--- config.mk ---
export PLATFORM = sky130hd
export DESIGN_NAME = dual_mode_ser_front
export DESIGN_NICKNAME = d
export VERILOG_FILES = /design/src/rtl/dmser_pkg.sv /design/src/rtl/dmser_ctrl.sv /design/src/rtl/dmser_stage.sv /design/src/rtl/dmser_retimer.sv /design/src/rtl/dual_mode_ser_front.sv
export SDC_FILE = /design/constraint.sdc
export NUM_CORES = 1
export LEC_CHECK = 0
export CAP_MARGIN = 20
export CORE_ASPECT_RATIO = 0.8
export CORE_MARGIN = 2
export CORE_UTILIZATION = 35
export DETAILED_ROUTE_END_ITERATION = 10
export GPL_ROUTABILITY_DRIVEN = 0
export PLACE_DENSITY = 0.59
export REMOVE_ABC_BUFFERS = 1
export SYNTH_ARGS = -nofsm -noshare
export SYNTH_HDL_FRONTEND = slang
export SYNTH_HIERARCHICAL = 1
export SYNTH_SLANG_ARGS = --single-unit
--- constraint.sdc ---
create_clock -name clk_i -period 2.3 [get_ports clk_i]
set_input_delay 0.69 -clock clk_i [delete_from_list [all_inputs] [get_ports clk_i]]
set_output_delay 0.69 -clock clk_i [all_outputs]
set_load 0.02 [all_outputs]
--- src/rtl/dmser_pkg.sv ---
package dmser_pkg;
  typedef enum logic {
    MODE_NRZ  = 1'b0,
    MODE_PAM4 = 1'b1
  } ser_mode_e;
endpackage

--- src/rtl/dmser_ctrl.sv ---
module dmser_ctrl
  import dmser_pkg::*;
#(
  parameter int NST = 3
) (
  input  logic           clk_i,
  input  logic           rst_ni,
  input  logic           mode_i,
  output logic           take_o,
  output ser_mode_e      mode_o,
  output logic [NST-1:0] en_o,
  output logic [NST-1:0] sel_o,
  output logic           beat_vld_o
);
  localparam int CNT_W   = NST;
  localparam int LEN_NRZ = 1 << NST;
  localparam int LEN_PAM = 1 << (NST - 1);

  logic [CNT_W-1:0] cnt_q;
  logic [CNT_W-1:0] len_m1;
  ser_mode_e        mode_q;
  ser_mode_e        mode_req;
  logic             first_q;
  logic             gap_q;
  logic             cyc_vld_q;
  logic [NST-1:0]   vld_sr_q;
  logic             boundary;
  logic             do_switch;

  assign mode_req  = ser_mode_e'(mode_i);
  assign len_m1    = (mode_q == MODE_PAM4) ? CNT_W'(LEN_PAM - 1) : CNT_W'(LEN_NRZ - 1);
  assign boundary  = first_q | (cnt_q == len_m1);
  assign do_switch = boundary & ~first_q & ~gap_q & (mode_req != mode_q);
  assign take_o    = boundary & ~do_switch;
  assign mode_o    = mode_q;

  always_ff @(posedge clk_i or negedge rst_ni) begin
    if (!rst_ni) begin
      cnt_q     <= '0;
      mode_q    <= MODE_NRZ;
      first_q   <= 1'b1;
      gap_q     <= 1'b0;
      cyc_vld_q <= 1'b0;
      vld_sr_q  <= '0;
    end else begin
      vld_sr_q <= {vld_sr_q[NST-2:0], cyc_vld_q};
      if (boundary) begin
        cnt_q   <= '0;
        first_q <= 1'b0;
        if (first_q || gap_q) begin
          mode_q    <= mode_req;
          gap_q     <= 1'b0;
          cyc_vld_q <= 1'b1;
        end else if (do_switch) begin
          // drain the old word for one outgoing word period
          gap_q     <= 1'b1;
          cyc_vld_q <= 1'b0;
        end else begin
          cyc_vld_q <= 1'b1;
        end
      end else begin
        cnt_q <= cnt_q + CNT_W'(1);
      end
    end
  end

  // Stage k captures 2^k times per word, first capture k-1 cycles after load.
  always_comb begin
    int u;
    int d;
    int sh;
    en_o  = '0;
    sel_o = '0;
    d     = 0;
    sh    = 0;
    u     = (mode_q == MODE_PAM4) ? NST - 1 : NST;
    for (int k = 1; k <= NST; k++) begin
      if (k <= u) begin
        d          = (int'(cnt_q) - (k - 1)) & ((1 << u) - 1);
        sh         = u - k;
        en_o[k-1]  = ((d & ((1 << sh) - 1)) == 0);
        sel_o[k-1] = (((d >> sh) & 1) != 0);
      end
    end
  end

  assign beat_vld_o = (mode_q == MODE_PAM4) ? vld_sr_q[NST-2] : vld_sr_q[NST-1];

  assert_mode_hold_R8: assert property (@(posedge clk_i) disable iff (!rst_ni)
    !boundary |=> $stable(mode_q));

  assert_take_spacing_R2: assert property (@(posedge clk_i) disable iff (!rst_ni)
    take_o |=> !take_o);

  assert_cnt_bound_R2: assert property (@(posedge clk_i) disable iff (!rst_ni)
    cnt_q <= len_m1);

  assert_gap_no_take_R7: assert property (@(posedge clk_i) disable iff (!rst_ni)
    do_switch |=> !take_o && !cyc_vld_q);
endmodule

--- src/rtl/dmser_stage.sv ---
module dmser_stage #(
  parameter int IN_W = 32
) (
  input  logic              clk_i,
  input  logic              rst_ni,
  input  logic              en_i,
  input  logic              sel_i,
  input  logic [IN_W-1:0]   d_i,
  output logic [IN_W/2-1:0] q_o
);
  localparam int OUT_W = IN_W / 2;

  // 2:1 by halves keeps adjacent bit pairs together in every lane
  always_ff @(posedge clk_i or negedge rst_ni) begin
    if (!rst_ni)   q_o <= '0;
    else if (en_i) q_o <= sel_i ? d_i[IN_W-1:OUT_W] : d_i[OUT_W-1:0];
  end

  assert_stage_hold_R6: assert property (@(posedge clk_i) disable iff (!rst_ni)
    !en_i |=> $stable(q_o));
endmodule

--- src/rtl/dmser_retimer.sv ---
module dmser_retimer
  import dmser_pkg::*;
#(
  parameter int LANES = 4
) (
  input  logic               clk_i,
  input  logic               rst_ni,
  input  ser_mode_e          mode_i,
  input  logic               vld_i,
  input  logic [2*LANES-1:0] pair_i,
  input  logic [LANES-1:0]   bit_i,
  output logic [2*LANES-1:0] lanes_o,
  output logic               valid_o,
  output logic               pam4_o
);
  always_ff @(posedge clk_i or negedge rst_ni) begin
    if (!rst_ni) begin
      lanes_o <= '0;
      valid_o <= 1'b0;
      pam4_o  <= 1'b0;
    end else begin
      lanes_o <= (mode_i == MODE_PAM4) ? pair_i : {{LANES{1'b0}}, bit_i};
      valid_o <= vld_i;
      pam4_o  <= (mode_i == MODE_PAM4);
    end
  end

  assert_run_mode_R9: assert property (@(posedge clk_i) disable iff (!rst_ni)
    valid_o && $past(valid_o) |-> $stable(pam4_o));
endmodule

--- src/rtl/dual_mode_ser_front.sv ---
module dual_mode_ser_front
  import dmser_pkg::*;
#(
  parameter int WORD_W = 32,
  parameter int LANES  = 4
) (
  input  logic               clk_i,
  input  logic               rst_ni,
  input  logic               mode_i,
  input  logic [WORD_W-1:0]  data_i,
  output logic               take_o,
  output logic [2*LANES-1:0] lanes_o,
  output logic               valid_o,
  output logic               pam4_o
);
  localparam int NST      = $clog2(WORD_W / LANES);
  localparam int CHAIN_W  = 2 * WORD_W - LANES;
  localparam int PAIR_OFF = 2 * WORD_W - (WORD_W >> (NST - 2));
  localparam int BIT_OFF  = 2 * WORD_W - (WORD_W >> (NST - 1));

  logic [WORD_W-1:0]  data_q;
  logic [CHAIN_W-1:0] chain;
  logic [NST-1:0]     en;
  logic [NST-1:0]     sel;
  ser_mode_e          mode_cur;
  logic               beat_vld;

  dmser_ctrl #(.NST(NST)) u_ctrl (
    .clk_i      (clk_i),
    .rst_ni     (rst_ni),
    .mode_i     (mode_i),
    .take_o     (take_o),
    .mode_o     (mode_cur),
    .en_o       (en),
    .sel_o      (sel),
    .beat_vld_o (beat_vld)
  );

  always_ff @(posedge clk_i or negedge rst_ni) begin
    if (!rst_ni)     data_q <= '0;
    else if (take_o) data_q <= data_i;
  end

  // chain: input word at the bottom, then each stage output above it
  assign chain[WORD_W-1:0] = data_q;

  for (genvar k = 1; k <= NST; k++) begin : g_stage
    localparam int IW = WORD_W >> (k - 1);
    dmser_stage #(.IN_W(IW)) u_stage (
      .clk_i  (clk_i),
      .rst_ni (rst_ni),
      .en_i   (en[k-1]),
      .sel_i  (sel[k-1]),
      .d_i    (chain[2*WORD_W-2*IW +: IW]),
      .q_o    (chain[2*WORD_W-IW +: IW/2])
    );
  end

  dmser_retimer #(.LANES(LANES)) u_retimer (
    .clk_i   (clk_i),
    .rst_ni  (rst_ni),
    .mode_i  (mode_cur),
    .vld_i   (beat_vld),
    .pair_i  (chain[PAIR_OFF +: 2*LANES]),
    .bit_i   (chain[BIT_OFF +: LANES]),
    .lanes_o (lanes_o),
    .valid_o (valid_o),
    .pam4_o  (pam4_o)
  );

  assert_nrz_pad_R3: assert property (@(posedge clk_i) disable iff (!rst_ni)
    valid_o && !pam4_o |-> lanes_o[2*LANES-1:LANES] == '0);
endmodule

==> results.yml <==
outcome:
  outcome: "finished, final reports clean"
synthesis:
  synth.distinct_cells: 33
  synth_top_area_cell: "dfrtp_1"
  yosys_register_bits: 80
  ys_seq_area_share_pct: 57.42
  syn_area_um2: 3488
  async_flop_share_pct: 100.0
  synth-edff-count: 0
  synth_area_leaders: "dfrtp_1, mux2_4, mux2i_1"
  synthFlopType: "dfrtp_1"
  syn_area_per_cell_um2: 13.84
  yosysTopAreaCellShare_pct: 56.67
  yosysWarnings: 6
  synth_common_cells: "dfrtp_1, mux2_4, nor2_1"
  syn_inst: 252
  synth_most_common_cell: "dfrtp_1"
critical_path:
  critPathRequiredTime_ns: 1.61
  crit_path_start_kind: "input pin"
  reg2reg_slack_ns: 0.23
  critPathKind: "input pin to output port"
  reg2reg_to: "data_q[29]$_DFFE_PN0P_"
  critPathArrivalTime_ns: 1.55
  end_kind: "output port"
  rr_startpoint: "u_ctrl/mode_o$_DFFE_PN0P_"
  cp_max_fo: 2
  ff2ff_path_depth: 5
die:
  initial_core_util_pct: 36.15
  io_pins: 46
  die_w_um: 115.6
  die_h_um: 93.30
  core_area_um2: 9649
  die_area_um2: 10790
  fp-row-count: 32
cts:
  cts.sink_count: 80
  cts_buffer_depth: 2
  numCtsBuffers: 9
  clock_latency_ns: 0.33
  holdBufCountCts: 0
  tritoncts: "yes"
  h-tree-depth: 3
  clock-root-buffer: "clkbuf_16"
  clkTransAtPathRegs_ns: 0.06
grt:
  grt_max_degree: 35
  grt_pass1_wl_mm: 10.32
  grtUsageTotal_pct: 12.70
  grt_overflow: 0
  antenna_found_initial: 0
  grt_pass1_vias: 1997
timing:
  fin_ws_ns: 0.05720
  relSlewSlack_pct: 47.83
  tightest_slew_ns: 0.7825
  fin_hold_ws_ns: 0.3152
  skew_ns: 0.006861
  timing.fmax_ghz: 0.4459
  setup_viol: 0
  tns_ns: 0
  period_needed_ns: 2.243
  maxSlewViolCount: 0
  grt_setup_unrepaired: "no"
  period_share_pct: 97.51
  hold_viol: 0
cells_and_area:
  final_util_pct: 45.64
  layout-drive-gt1-share_pct: 26.37
  area_delta_synth_final_pct: 26.26
  n_antenna_cell: 0
  layout.nets: 342
place:
  dp_slack_ns: -0.6817
  hpwlAfterDp_mm: 4.135
  numPortBuffers: 45
detailed_routing:
  wl_per_cell_um: 13.63
  drt_pass1_iterations: 4
  drtIter0Drc: 104
  vias: 1983
  final_antenna_net_count: 0
  totalWireLength_mm: 6.094
  viasPerCell: 4.436
  drcViolationCount: 0
power_and_ir_drop:
  cellLeakagePower_nw: 1.917
  ir_drop_v: 0.0003154
  powerDensity_nw_per_um2: 954.6
hold_path:
  hold_class: "input pin to asynchronous set/reset pin"
run:
  maxCapViolCount: 0
## logic make-up after synthesis
logic type	Yosys count	synth area share, %
AOI/OAI and AO/OA	36	5.524
xor gates and xnor gates	2	0.5022
adders and majority gates	1	0.3586
buffers and inverters	19	5.631
DFF	80	57.42
muxes	68	24.53
other	1	0.1075
and+or+nand+nor	45	5.919
## per-stage QoR
step | instance area (µm²) | total power (W) | std cells
5_1_grt | 4404 | 0.004434 | 447
4_1_cts | 4397 | 0.004270 | 447
6_report | 4404 | 0.004204 | 447
2_1_floorplan | 3299 | 0.002335 | 235
3_3_place_gp | 4064 | 0.002662 | 431
3_5_place_dp | 4064 | 0.002681 | 431
## worst max-delay path by stage
stage,startpoint,end,slack (ns),cells after the start
detailed placement,mode_i,take_o,-0.68,5
global route,u_ctrl/mode_o$_DFFE_PN0P_,take_o,0.01,4
finish,mode_i,take_o,0.06,5
global placement,mode_i,take_o,-0.67,5
CTS,mode_i,take_o,0.03,5
floorplan,u_ctrl/mode_o$_DFFE_PN0P_,take_o,-0.64,3
## power breakdown
part	switching (W)	internal, W
combinational	0.000357	0.000456
clock	0.000514	0.00104
sequential	0.000161	0.00168
total	0.00103	0.00317
## layout by cell type, fill, tap and decap left out, types with 2 or more instances in the layout
cell type / synthesis / layout
buf_4: 1 / 15
a21oi_2: 1 / 2
clkbuf_1: 1 / 2
mux2_4: 34 / 34
a21oi_1: 29 / 28
bufinv_16: 0 / 2
nand2b_1: 2 / 2
clkbuf_16: 0 / 9
mux2i_1: 30 / 30
dfrtp_1: 79 / 79
inv_1: 2 / 2
clkdlybuf4s50_1: 0 / 42
nor2_1: 31 / 31
buf_12: 4 / 2
nand2_1: 2 / 2
clkbuf_8: 0 / 3
mux2_2: 4 / 4
and2_2: 4 / 4
## sequential cells by signal, summed over array words and instances (netlist names)
| register | flops |
|---|---|
| data_q | 32 |
| g_stage.u_stage/q_o | 28 |
| u_ctrl/cnt_q | 3 |
| u_ctrl/cyc_vld_q | 1 |
| u_ctrl/first_q | 1 |
| u_ctrl/gap_q | 1 |
| u_ctrl/mode_o | 1 |
| u_ctrl/vld_sr_q | 3 |
| u_retimer/lanes_o | 8 |
| u_retimer/pam4_o | 1 |
| u_retimer/valid_o | 1 |
## final cells by class
class | instances | area [µm²]
sequential | 80 | 2003
fill | 889 | 5245
tap | 136 | 170.2
clock buffer | 14 | 274.0
multi-input combinational | 153 | 1305
inverter | 2 | 7.507
clock inverter | 2 | 60.06
timing repair buffer | 60 | 584.3
## per-layer routing
metal / wire, µm / share of wire, % / track usage [%]
met4: 25 / 0.41 / 4.167
met5: 0 / 0 / 0
met1: 3145 / 52 / 19.05
met3: 279 / 4.6 / 4.342
met2: 2643 / 43 / 17.01
## what timing repair did
item	CTS	global route
resized for setup	8	1
hold endpoints to repair	0	0
setup endpoints to repair	1	1
setup buffers	0	0
## critical path, cell delays in order
cell and delay, ns:
clkdlybuf4s15_2 0.21, xor2_2 0.16, nand2b_1 0.07, a21o_2 0.25
buf_4 0.17
Power figures use the tool's default switching activity.
